$ cat config.mk
export PLATFORM = sky130hd
export DESIGN_NAME = rxtrl_gen
export DESIGN_NICKNAME = d
export VERILOG_FILES = /design/src/rtl/rxtrl_pkg.sv /design/src/rtl/rxtrl_len_ctr.sv /design/src/rtl/rxtrl_err_acc.sv /design/src/rtl/rxtrl_snap.sv /design/src/rtl/rxtrl_out_stage.sv /design/src/rtl/rxtrl_gen.sv
export SDC_FILE = /design/constraint.sdc
export NUM_CORES = 1
export LEC_CHECK = 0
export BUFFER_PORTS_ARGS = -buffer_cell sky130_fd_sc_hd__buf_2
export CAP_MARGIN = 40
export CORE_MARGIN = 2
export CORE_UTILIZATION = 35
export CTS_BUF_LIST = sky130_fd_sc_hd__clkbuf_16
export DETAILED_ROUTE_END_ITERATION = 12
export PLACE_DENSITY = 0.54
export SLEW_MARGIN = 15
export SYNTH_ARGS = -nofsm -noshare
export SYNTH_HDL_FRONTEND = slang
export SYNTH_SLANG_ARGS = --single-unit
$ cat constraint.sdc
create_clock -name clk -period 5.1 [get_ports clk]
set_input_delay 1.02 -clock clk [delete_from_list [all_inputs] [get_ports clk]]
set_output_delay 1.02 -clock clk [all_outputs]
set_load 0.01 [all_outputs]
$ cat src/rtl/rxtrl_pkg.sv
package rxtrl_pkg;

  // Trailer field widths are fixed by the trailer layout.
  localparam int CNT_W  = 12;
  localparam int BYTE_W = 8;
  localparam int TRL_LEN = 4;

  typedef enum logic [2:0] {
    ST_DATA   = 3'd0,
    ST_CNT_LO = 3'd1,
    ST_STAT   = 3'd2,
    ST_RUNT   = 3'd3,
    ST_COLL   = 3'd4
  } trl_state_e;

  // Order of members equals bit order in trailer byte 1, [7:4].
  typedef struct packed {
    logic ovf;
    logic col;
    logic fram;
    logic fcs;
  } err_flags_t;

endpackage

$ cat src/rtl/rxtrl_len_ctr.sv
module rxtrl_len_ctr
  import rxtrl_pkg::*;
#(
  parameter int MAX_COUNT = 4095
) (
  input  logic             clk,
  input  logic             rst,
  input  logic             clr,
  input  logic             inc,
  output logic [CNT_W-1:0] cnt,
  output logic             full
);

  localparam logic [CNT_W-1:0] LIMIT = CNT_W'(MAX_COUNT);

  logic [CNT_W-1:0] cnt_q;

  assign full = (cnt_q == LIMIT);
  assign cnt  = cnt_q;

  always_ff @(posedge clk) begin
    if (rst || clr) begin
      cnt_q <= '0;
    end else if (inc && !full) begin
      cnt_q <= cnt_q + 1'b1;
    end
  end

endmodule

$ cat src/rtl/rxtrl_err_acc.sv
module rxtrl_err_acc
  import rxtrl_pkg::*;
(
  input  logic       clk,
  input  logic       rst,
  input  logic       clr,
  input  logic       acc,
  input  logic       drop,
  input  err_flags_t err_in,
  output err_flags_t flags
);

  err_flags_t flags_q;
  err_flags_t add_w;

  always_comb begin
    add_w     = err_in;
    add_w.ovf = err_in.ovf | drop;
  end

  always_ff @(posedge clk) begin
    if (rst || clr) begin
      flags_q <= '0;
    end else if (acc) begin
      flags_q <= flags_q | add_w;
    end
  end

  assign flags = flags_q;

endmodule

$ cat src/rtl/rxtrl_snap.sv
module rxtrl_snap #(
  parameter int W = 8
) (
  input  logic         clk,
  input  logic         rst,
  input  logic         en,
  input  logic [W-1:0] d,
  output logic [W-1:0] q
);

  always_ff @(posedge clk) begin
    if (rst) begin
      q <= '0;
    end else if (en) begin
      q <= d;
    end
  end

endmodule

$ cat src/rtl/rxtrl_out_stage.sv
module rxtrl_out_stage
  import rxtrl_pkg::*;
(
  input  logic              clk,
  input  logic              rst,
  input  logic              ld,
  input  logic [BYTE_W-1:0] ld_data,
  input  logic              ld_last,
  input  logic              out_ready,
  output logic              slot_free,
  output logic              out_valid,
  output logic [BYTE_W-1:0] out_data,
  output logic              out_last
);

  logic              vld_q;
  logic [BYTE_W-1:0] dat_q;
  logic              lst_q;

  assign slot_free = !vld_q || out_ready;

  always_ff @(posedge clk) begin
    if (rst) begin
      vld_q <= 1'b0;
      dat_q <= '0;
      lst_q <= 1'b0;
    end else if (ld) begin
      vld_q <= 1'b1;
      dat_q <= ld_data;
      lst_q <= ld_last;
    end else if (out_ready) begin
      vld_q <= 1'b0;
    end
  end

  assign out_valid = vld_q;
  assign out_data  = dat_q;
  assign out_last  = lst_q;

endmodule

$ cat src/rtl/rxtrl_gen.sv
module rxtrl_gen
  import rxtrl_pkg::*;
#(
  parameter int MAX_COUNT = 4095
) (
  input  logic       clk,
  input  logic       rst,
  input  logic       in_valid,
  output logic       in_ready,
  input  logic [7:0] in_data,
  input  logic       in_last,
  input  logic       in_err_ovf,
  input  logic       in_err_col,
  input  logic       in_err_fram,
  input  logic       in_err_fcs,
  input  logic [7:0] runt_cnt,
  input  logic [7:0] coll_cnt,
  output logic       out_valid,
  input  logic       out_ready,
  output logic [7:0] out_data,
  output logic       out_last
);

  trl_state_e        state_q, state_d;
  logic              slot_free;
  logic              acc, fwd, drop, frame_end, trl_step, trl_done;
  logic [CNT_W-1:0]  len_cnt;
  logic              len_full;
  err_flags_t        err_in, flags;
  logic [7:0]        runt_q, coll_q;
  logic [7:0]        trl_byte;
  logic              ld;
  logic [7:0]        ld_data;

  assign in_ready  = (state_q == ST_DATA) && slot_free;
  assign acc       = in_valid && in_ready;
  assign fwd       = acc && !len_full;
  assign drop      = acc && len_full;
  assign frame_end = acc && in_last;
  assign trl_step  = (state_q != ST_DATA) && slot_free;
  assign trl_done  = trl_step && (state_q == ST_COLL);

  assign err_in = '{ovf: in_err_ovf, col: in_err_col,
                    fram: in_err_fram, fcs: in_err_fcs};

  rxtrl_len_ctr #(.MAX_COUNT(MAX_COUNT)) u_len (
    .clk (clk), .rst (rst), .clr (trl_done), .inc (acc),
    .cnt (len_cnt), .full (len_full)
  );

  rxtrl_err_acc u_err (
    .clk (clk), .rst (rst), .clr (trl_done), .acc (acc),
    .drop (drop), .err_in (err_in), .flags (flags)
  );

  rxtrl_snap #(.W(8)) u_runt (
    .clk (clk), .rst (rst), .en (frame_end), .d (runt_cnt), .q (runt_q)
  );

  rxtrl_snap #(.W(8)) u_coll (
    .clk (clk), .rst (rst), .en (frame_end), .d (coll_cnt), .q (coll_q)
  );

  always_comb begin
    unique case (state_q)
      ST_CNT_LO: trl_byte = len_cnt[7:0];
      ST_STAT:   trl_byte = {flags, len_cnt[CNT_W-1:8]};
      ST_RUNT:   trl_byte = runt_q;
      ST_COLL:   trl_byte = coll_q;
      default:   trl_byte = '0;
    endcase
  end

  always_comb begin
    state_d = state_q;
    unique case (state_q)
      ST_DATA:   if (frame_end) state_d = ST_CNT_LO;
      ST_CNT_LO: if (slot_free) state_d = ST_STAT;
      ST_STAT:   if (slot_free) state_d = ST_RUNT;
      ST_RUNT:   if (slot_free) state_d = ST_COLL;
      ST_COLL:   if (slot_free) state_d = ST_DATA;
      default:   state_d = ST_DATA;
    endcase
  end

  always_ff @(posedge clk) begin
    if (rst) state_q <= ST_DATA;
    else     state_q <= state_d;
  end

  assign ld      = fwd || trl_step;
  assign ld_data = (state_q == ST_DATA) ? in_data : trl_byte;

  rxtrl_out_stage u_out (
    .clk (clk), .rst (rst), .ld (ld), .ld_data (ld_data),
    .ld_last (state_q == ST_COLL), .out_ready (out_ready),
    .slot_free (slot_free), .out_valid (out_valid),
    .out_data (out_data), .out_last (out_last)
  );

endmodule

==> run metrics, run 1 <==
most common flop cell mapped by yosys sky130_fd_sc_hd__dfxtp_1; DIE WIDTH between 80 and 90 um; P_leak 0.925 nW; leading post-synthesis cells by instance count sky130_fd_sc_hd__dfxtp_1 (45), sky130_fd_sc_hd__a21oi_1 (42), sky130_fd_sc_hd__nand2_1 (28), sky130_fd_sc_hd__nand3_1 (23), sky130_fd_sc_hd__mux2i_1 (14); number of cells produced by synthesis between 200 and 300; final worst setup slack roughly 2200 ps; power density over the cells roughly 420 nW/um2; total via count after detailed routing slightly above 2000; number of clock sinks seen by CTS 45; Final Cycle Share 57.3%; most used standard cell by instance count after synthesis sky130_fd_sc_hd__dfxtp_1; worst min-delay path category flop to flop; depth of the worst hold-timing path 2; number of enable-type register cells in the synthesized netlist 0; setup repair after global routing missed its margin no; status completed; Post-layout nets 333; Worst path most repeated cell sky130_fd_sc_hd__buf_2; crit-path leading delay family simple AND/OR/NAND/NOR gates; clk_skew 5.65 ps; setup slack on the worst flop-to-flop path 2810 ps; Combinational Power Share 28.5%; final hold vios 0; setup TNS 0 ps; detailed-router iteration count before antenna repair 4; number of clock buffers inserted by TritonCTS 5; number of distinct library cells after synthesis 45; count of fill cells added during filler insertion about 660; count of inserted antenna diode cells 0; critical register-to-register path endpoint u_len.cnt[9]; DR DRC count 0; clock network power share 32.1%; worst stage delay on the critical path ~440 ps; element type at the critical path end primary output; Net Sw Power 0.358 mW; area taken by flip-flops and latches 901 um2; number of post-CTS setup repair buffers 0; last weighted congestion value of the routability-driven placer 0.826; launch instance of the worst min-delay path u_coll.q[4]; type of the worst setup path input pin to primary output; combined area of the multi-input logic cells 1240 um2; DRC violation total after the first TritonRoute iteration 136; mean post-synth cell area roughly 8.6 um2; total gr overflow 0; Critical Path Source out_ready; vias in the first global route 1940; clock-pin slew on the worst setup and hold paths 60 ps; Worst Setup Slack post-DPL 2180 ps; beginning of the worst register-to-register path state_q[1]; number of instances resized during post-cts repair 0; Max Fanout on Critical Path 8; Starting Density 36.3%; number of input and output port buffers inserted 43; total of endpoints with negative setup slack in the final report 0; total die area 7250 um2; worst voltage drop across the vdd grid between 0.2 and 0.25 mV; Cell Area, Synth 2310 um2; CTS tree built; #FFs+latches synth 45; share of synthesized area occupied by flip-flops and latches 39.1%; count of final max-slew check failures 0; Max-slew headroom 52.4%; Clock Latency Late Sink 280 ps; first-pass GRT wire length 10.1 mm; ports placed on the boundary 44; Post-DRT Antenna Nets 0; cell breakdown of the critical path buf_2 > nor2b_1 > nor2_1 > buf_2; Root Buffer Master sky130_fd_sc_hd__clkbuf_16; syn_nets 302; initial antenna violation count 0; number of hold-repair buffers added at the cts stage 0; Final Critical Period 2920 ps; DIE HEIGHT 85.2 um; share of power burned in registers 39.3%; slew at the pin with the worst max-slew slack roughly 700 ps; via count normalized by instance count 5.45; hpwl dp 4.26 mm; slowest CP cell sky130_fd_sc_hd__nor2b_1; Max Root-Sink Buffers 2; yosys synthesis warning count 0; Pint 0.752 mW; FP Rows 29; number of max-cap violations 0; Arrival @ worst endpoint 1900 ps; area leader, netlist sky130_fd_sc_hd__dfxtp_1; layout cells sized above 1 23.7%; required time at the endpoint of the critical path about 4000 ps; synth top area cells sky130_fd_sc_hd__dfxtp_1 (39%), sky130_fd_sc_hd__a21oi_1 (9.1%), sky130_fd_sc_hd__mux2i_1 (6.1%); startpoint type of the worst setup path input pin; GRT Total Usage between 10% and 20%; final routed wire length divided by cell count 15.7 um; destination of the worst hold path u_coll.q[4]; sw frac between 30% and 40%; cells on worst reg2reg path 5; maximum frequency from static timing analysis around 340 MHz; pin count of the biggest net entering global routing 32; Yosys top cell area share 39.1%; number of buffers and inverters on the critical path 2; post-synthesis to final-layout area growth 15.4%; fraction of registers with async set or reset after synthesis 0%; total length of routed wires 5.93 mm; deepest level of the CTS H-tree 2; area of the core 6350 um2
==> power by group through the flow <==
stage                     logic (mW)  registers [mW]  clock network, mW
final                          0.317           0.437              0.357
after global routing           0.356           0.444              0.377
after CTS                      0.320           0.436              0.367
after detailed placement       0.318           0.443                  0
after global placement         0.297           0.455                  0
after floorplan                0.247           0.435                  0
==> sequential cells by signal, indices dropped and copies added (netlist names) <==
register / cells
state_q: 3
u_coll.q: 8
u_err.flags: 4
u_len.cnt: 12
u_out.out_data: 8
u_out.out_last: 1
u_out.out_valid: 1
u_runt.q: 8
==> cell usage in the layout, fill, tap and decap left out, types with 2 or more instances in the layout <==
cell type / count
sky130_fd_sc_hd__a31oi_1: 7
sky130_fd_sc_hd__nor2b_1: 3
sky130_fd_sc_hd__mux2_2: 2
sky130_fd_sc_hd__or4_1: 5
sky130_fd_sc_hd__nand3_1: 23
sky130_fd_sc_hd__nor3b_1: 3
sky130_fd_sc_hd__nand2b_1: 5
sky130_fd_sc_hd__dfxtp_1: 45
sky130_fd_sc_hd__nand2_1: 28
sky130_fd_sc_hd__o22ai_1: 6
sky130_fd_sc_hd__clkbuf_16: 5
sky130_fd_sc_hd__a211oi_2: 8
sky130_fd_sc_hd__buf_2: 43
sky130_fd_sc_hd__nor3_1: 3
sky130_fd_sc_hd__nor3_2: 2
sky130_fd_sc_hd__nor2_1: 7
sky130_fd_sc_hd__or3_1: 4
sky130_fd_sc_hd__buf_4: 2
sky130_fd_sc_hd__mux2i_1: 14
sky130_fd_sc_hd__a22oi_1: 2
sky130_fd_sc_hd__nand4_1: 4
sky130_fd_sc_hd__o31ai_1: 4
sky130_fd_sc_hd__o41ai_1: 2
sky130_fd_sc_hd__o22a_2: 2
sky130_fd_sc_hd__o21ai_0: 5
sky130_fd_sc_hd__a21oi_1: 42
sky130_fd_sc_hd__nor4_1: 2
sky130_fd_sc_hd__inv_1: 5
==> kinds of logic (layout without fill, tap and decap cells) <==
| group | count (synthesis) | count (layout) | synth area share [%] |
|---|---|---|---|
| simple gates | 95 | 95 | 21.8 |
| mux | 16 | 16 | 7.05 |
| compound gates | 84 | 84 | 23.8 |
| buf+inv | 26 | 58 | 7.38 |
| flops | 45 | 45 | 39.1 |
| fa+ha+maj | 1 | 1 | 0.543 |
| xor+xnor | 1 | 1 | 0.380 |
==> layout make-up <==
type / instances / area share, %
Inverter: 4 / 0.564
Timing Repair Buffer: 46 / 9.22
Sequential cell: 45 / 33.9
Clock buffer: 5 / 4.70
Clock inverter: 3 / 1.41
Multi-Input combinational cell: 197 / 46.6
Tap cell: 77 / 3.62
==> per-layer routing <==
metal,global-route usage [%],part of all wire (%),vias up
li1,-,-,1056
met1,25.8,50,949
met2,26.3,45,46
met3,3.21,4.4,4
met4,4.91,0.66,0
met5,0,0,-
==> worst max path at each step <==
stage               end  slack (ps)  cells after the start
3_5_place_dp   in_ready        2180                      4
5_1_grt        in_ready        2090                      4
2_1_floorplan  in_ready        2700                      3
3_3_place_gp   in_ready        2170                      4
6_report       in_ready        2180                      4
4_1_cts        in_ready        2170                      4
==> through the flow <==
stage | utilization [%] | total power [mW] | cell area [um2] | hold slack (ps) | std cells
global placement | 39.1 | 0.752 | 2480 | 441 | 368
floorplan | - | 0.683 | 2310 | 426 | 268
CTS | 41.9 | 1.12 | 2660 | 454 | 377
finish | 41.9 | 1.11 | 2660 | 454 | 377
global route | 41.9 | 1.18 | 2660 | 474 | 377
detailed placement | 39.3 | 0.761 | 2500 | 444 | 369
==> worst register-to-register path, cell delays in order (launching register included) <==
cell                      delay [ps]
sky130_fd_sc_hd__dfxtp_1         410
sky130_fd_sc_hd__buf_8           210
sky130_fd_sc_hd__or3_4           400
sky130_fd_sc_hd__or4_1           610
sky130_fd_sc_hd__nor4_1          390
sky130_fd_sc_hd__mux2i_1         220
No activity file was read; power rests on OpenSTA's default activity.
==> inputs of run 2 (changes only) <==
--- a/config.mk
+++ b/config.mk
@@ -5,13 +5,14 @@
 export SDC_FILE = /design/constraint.sdc
 export NUM_CORES = 1
 export LEC_CHECK = 0
+export ABC_AREA = 1
 export BUFFER_PORTS_ARGS = -buffer_cell sky130_fd_sc_hd__buf_2
 export CAP_MARGIN = 40
 export CORE_MARGIN = 2
 export CORE_UTILIZATION = 35
 export CTS_BUF_LIST = sky130_fd_sc_hd__clkbuf_16
 export DETAILED_ROUTE_END_ITERATION = 12
-export PLACE_DENSITY = 0.54
+export PLACE_DENSITY = 0.53
 export SLEW_MARGIN = 15
 export SYNTH_ARGS = -nofsm -noshare
 export SYNTH_HDL_FRONTEND = slang
==> constraint.sdc (replaced) <==
create_clock -name clk -period 2.8 [get_ports clk]
set_input_delay 0.56 -clock clk [delete_from_list [all_inputs] [get_ports clk]]
set_output_delay 0.56 -clock clk [all_outputs]
set_load 0.01 [all_outputs]
==> run 2 against run 1 <==
Setup slack lost 1600 ps. Via count grew 11%. Worst hold slack lost 5.3 ps. Die area grew 3.7%. Flip-flop and latch count is the same. Final cell count grew 29%. Largest power group is now combinational logic.
==> run metrics, run 2 <==
Max Fanout on Critical Path 13 (+5); Clock Latency Late Sink 290 ps (about the same); hpwl dp 4.24 mm (-0.49%); layout cells sized above 1 16.7% (-7.0 points); number of cells produced by synthesis 369 (+38%); share of power burned in registers 36.5% (-2.8 points); total of endpoints with negative setup slack in the final report 0 (unchanged); number of instances resized during post-cts repair 0 (unchanged); post-synthesis to final-layout area growth 15.5%; status completed; maximum frequency from static timing analysis 459 MHz; total length of routed wires 5.87 mm (-0.98%); Final Critical Period 2180 ps; Cell Area, Synth 2400 um2 (+3.9%); Max-slew headroom 50.7% (-1.7 points); total die area 7520 um2 (+3.7%); number of max-cap violations 0 (unchanged); first-pass GRT wire length 9.39 mm (-6.7%); via count normalized by instance count 4.67 (-14%); count of final max-slew check failures 0 (unchanged); share of synthesized area occupied by flip-flops and latches 37.6% (-1.5 points); #FFs+latches synth 45 (unchanged); area leader, netlist sky130_fd_sc_hd__dfxtp_1; count of inserted antenna diode cells 0 (unchanged); type of the worst setup path flop to flop; total via count after detailed routing 2280 (+11%); total gr overflow 0 (unchanged); number of input and output port buffers inserted 43 (unchanged); GRT Total Usage 15.8% (-1.8 points); number of clock sinks seen by CTS 45 (unchanged); setup slack on the worst flop-to-flop path 620 ps (-2190 ps); final hold vios 0 (unchanged); DIE WIDTH 86.7 um (+1.8%); end-of-flow core utilization 41.2% (-0.70 points); number of post-CTS setup repair buffers 0 (unchanged); critical register-to-register path endpoint u_out.out_data[0]; depth of the worst hold-timing path 2 (unchanged); parity-gate share of the synthesized area counting xor and xnor cells 2.19% (+1.8 points); slew at the pin with the worst max-slew slack 739 ps (+26.4 ps); compound-gate portion of the synthesized area 10.4% (-13 points); most used standard cell by instance count after synthesis sky130_fd_sc_hd__nand2_1; setup repair after global routing missed its margin no; mean post-synth cell area 6.49 um2 (-25%); final routed wire length divided by cell count 12.0 um (-24%); Pint 1.46 mW (+94%); required time at the endpoint of the critical path 3030 ps (-1050 ps); Post-layout nets 441 (+32%); number of enable-type register cells in the synthesized netlist 0 (unchanged); combinational family with the most area after synthesis simple AND/OR/NAND/NOR gates; clk_skew 7.77 ps (+2.12 ps); worst min-delay path category flop to flop; setup TNS 0 ps (unchanged); Net Sw Power 1.00 mW (+180%); FP Rows 30 (+3.4%); synth top area cells sky130_fd_sc_hd__dfxtp_1 (38%), sky130_fd_sc_hd__nand2_1 (16%), sky130_fd_sc_hd__nor2_1 (12%); initial antenna violation count 0 (unchanged); DIE HEIGHT 86.7 um (+1.8%); most common flop cell mapped by yosys sky130_fd_sc_hd__dfxtp_1; element type at the critical path end flop; number of distinct library cells after synthesis 33 (-27%); vias in the first global route 1949 (+0.46%); number of clock buffers inserted by TritonCTS 5 (unchanged); Root Buffer Master sky130_fd_sc_hd__clkbuf_16; clock-pin slew on the worst setup and hold paths 70 ps (about the same); DRC violation total after the first TritonRoute iteration 111 (-18%); leading post-synthesis cells by instance count sky130_fd_sc_hd__nand2_1 (100), sky130_fd_sc_hd__nor2_1 (77), sky130_fd_sc_hd__dfxtp_1 (45), sky130_fd_sc_hd__inv_1 (32), sky130_fd_sc_hd__nand3_1 (25); Synth Area in Simple Gates 39.3% (+18 points); ports placed on the boundary 44 (unchanged); clock network power share 24.7% (-7.4 points); Yosys top cell area share 37.6% (-1.5 points); Starting Density 35.7% (-0.65 points); cells on worst reg2reg path 9 (+4); Final Cycle Share 77.8%; CTS tree built; Post-DRT Antenna Nets 0 (unchanged); destination of the worst hold path u_err.flags[3]; syn_nets 403 (+33%); sw frac 40.7% (+8.4 points); Max Root-Sink Buffers 2 (unchanged); fraction of registers with async set or reset after synthesis 0% (unchanged); beginning of the worst register-to-register path u_len.cnt[0]; Combinational Power Share 38.8% (+10 points); pin count of the biggest net entering global routing 29 (-9.4%); launch instance of the worst min-delay path u_err.flags[3]; area of the core 6720 um2 (+5.8%); arithmetic-cell share of the synthesized area counting full adders, half adders and majority gates 0.522% (-0.020 points); deepest level of the CTS H-tree 2 (unchanged); proportion of synthesized area in mux cells 0% (-7.1 points); last weighted congestion value of the routability-driven placer 0.813 (-1.6%); most common cell after layout, fill and taps aside sky130_fd_sc_hd__nand2_1; P_leak 1.22 nW (+32%); startpoint type of the worst setup path flop; yosys synthesis warning count 0 (unchanged); power density over the cells 888 nW/um2 (+110%); Arrival @ worst endpoint 2400 ps (+500 ps); detailed-router iteration count before antenna repair 5 (+1); worst voltage drop across the vdd grid 0.302 mV (+28%); DR DRC count 0 (unchanged); commonest cells after routing, fill and taps aside sky130_fd_sc_hd__nand2_1 (100), sky130_fd_sc_hd__nor2_1 (77), sky130_fd_sc_hd__dfxtp_1 (45); number of hold-repair buffers added at the cts stage 0 (unchanged); Largest register FFs 12 (unchanged)
==> run 2: cell type report <==
type | count | area (um2)
tap | 80 | 100
fill | 757 | 3950
inverter | 37 | 144
multi-input combinational | 275 | 1260
timing repair buffer | 43 | 215
sequential | 45 | 901
clock buffer | 5 | 125
clock inverter | 3 | 25.0
==> run 2: routing by layer <==
| layer | vias up | GRT usage, % | routed length, um |
|---|---|---|---|
| met4 | 0 | 4.26 | 55 |
| met5 | - | 0 | 0 |
| met1 | 996 | 22.4 | 3050 |
| met3 | 5 | 2.86 | 241 |
| li1 | 1232 | - | - |
| met2 | 47 | 24.7 | 2530 |
==> run 2: per-stage QoR <==
stage	instances	total power [mW]	worst slack, ps	hold slack (ps)	cell area, um2
2_1_floorplan	369	1.66	1230	429	2400
3_3_place_gp	480	1.88	619	438	2620
3_5_place_dp	480	1.88	638	441	2620
4_1_cts	488	2.48	632	451	2770
5_1_grt	488	2.66	362	466	2770
6_report	488	2.46	622	448	2770
==> run 2: how the worst max path moves through the flow <==
stage,depth (start not counted),slack [ps],start,end
finish,9,620,u_len.cnt[0],u_out.out_data[0]
global route,9,360,u_len.cnt[0],u_out.out_data[0]
CTS,9,630,u_len.cnt[0],u_out.out_data[0]
detailed placement,9,640,u_len.cnt[0],u_out.out_data[0]
global placement,9,620,u_len.cnt[0],u_out.out_data[1]
floorplan,9,1230,u_len.cnt[0],u_out.out_data[1]
==> run 2: logic make-up after synthesis <==
kind of cell,Yosys count
and+or+nand+nor,220
buffers and inverters,49
AOI/OAI and AO/OA,48
DFF,45
xor gates and xnor gates,6
adders and majority gates,1
==> run 2: power by group through the flow <==
stage          sequential (mW)  clock, mW  combinational (mW)
2_1_floorplan            0.897          0               0.765
3_3_place_gp             0.908          0               0.972
3_5_place_dp             0.911          0               0.967
4_1_cts                  0.896      0.618               0.969
5_1_grt                  0.915      0.646                1.10
6_report                 0.897      0.606               0.954
==> run 2: critical path, stage by stage, from the launching register on <==
cell and delay [ps]:
sky130_fd_sc_hd__dfxtp_1 460, sky130_fd_sc_hd__ha_1 330, sky130_fd_sc_hd__nand2_1 80, sky130_fd_sc_hd__nor2_1 240, sky130_fd_sc_hd__nand2_1 110, sky130_fd_sc_hd__nor2_1 210
sky130_fd_sc_hd__nor2_2 180, sky130_fd_sc_hd__nor2_2 320, sky130_fd_sc_hd__nor2_1 90, sky130_fd_sc_hd__nor2_1 90
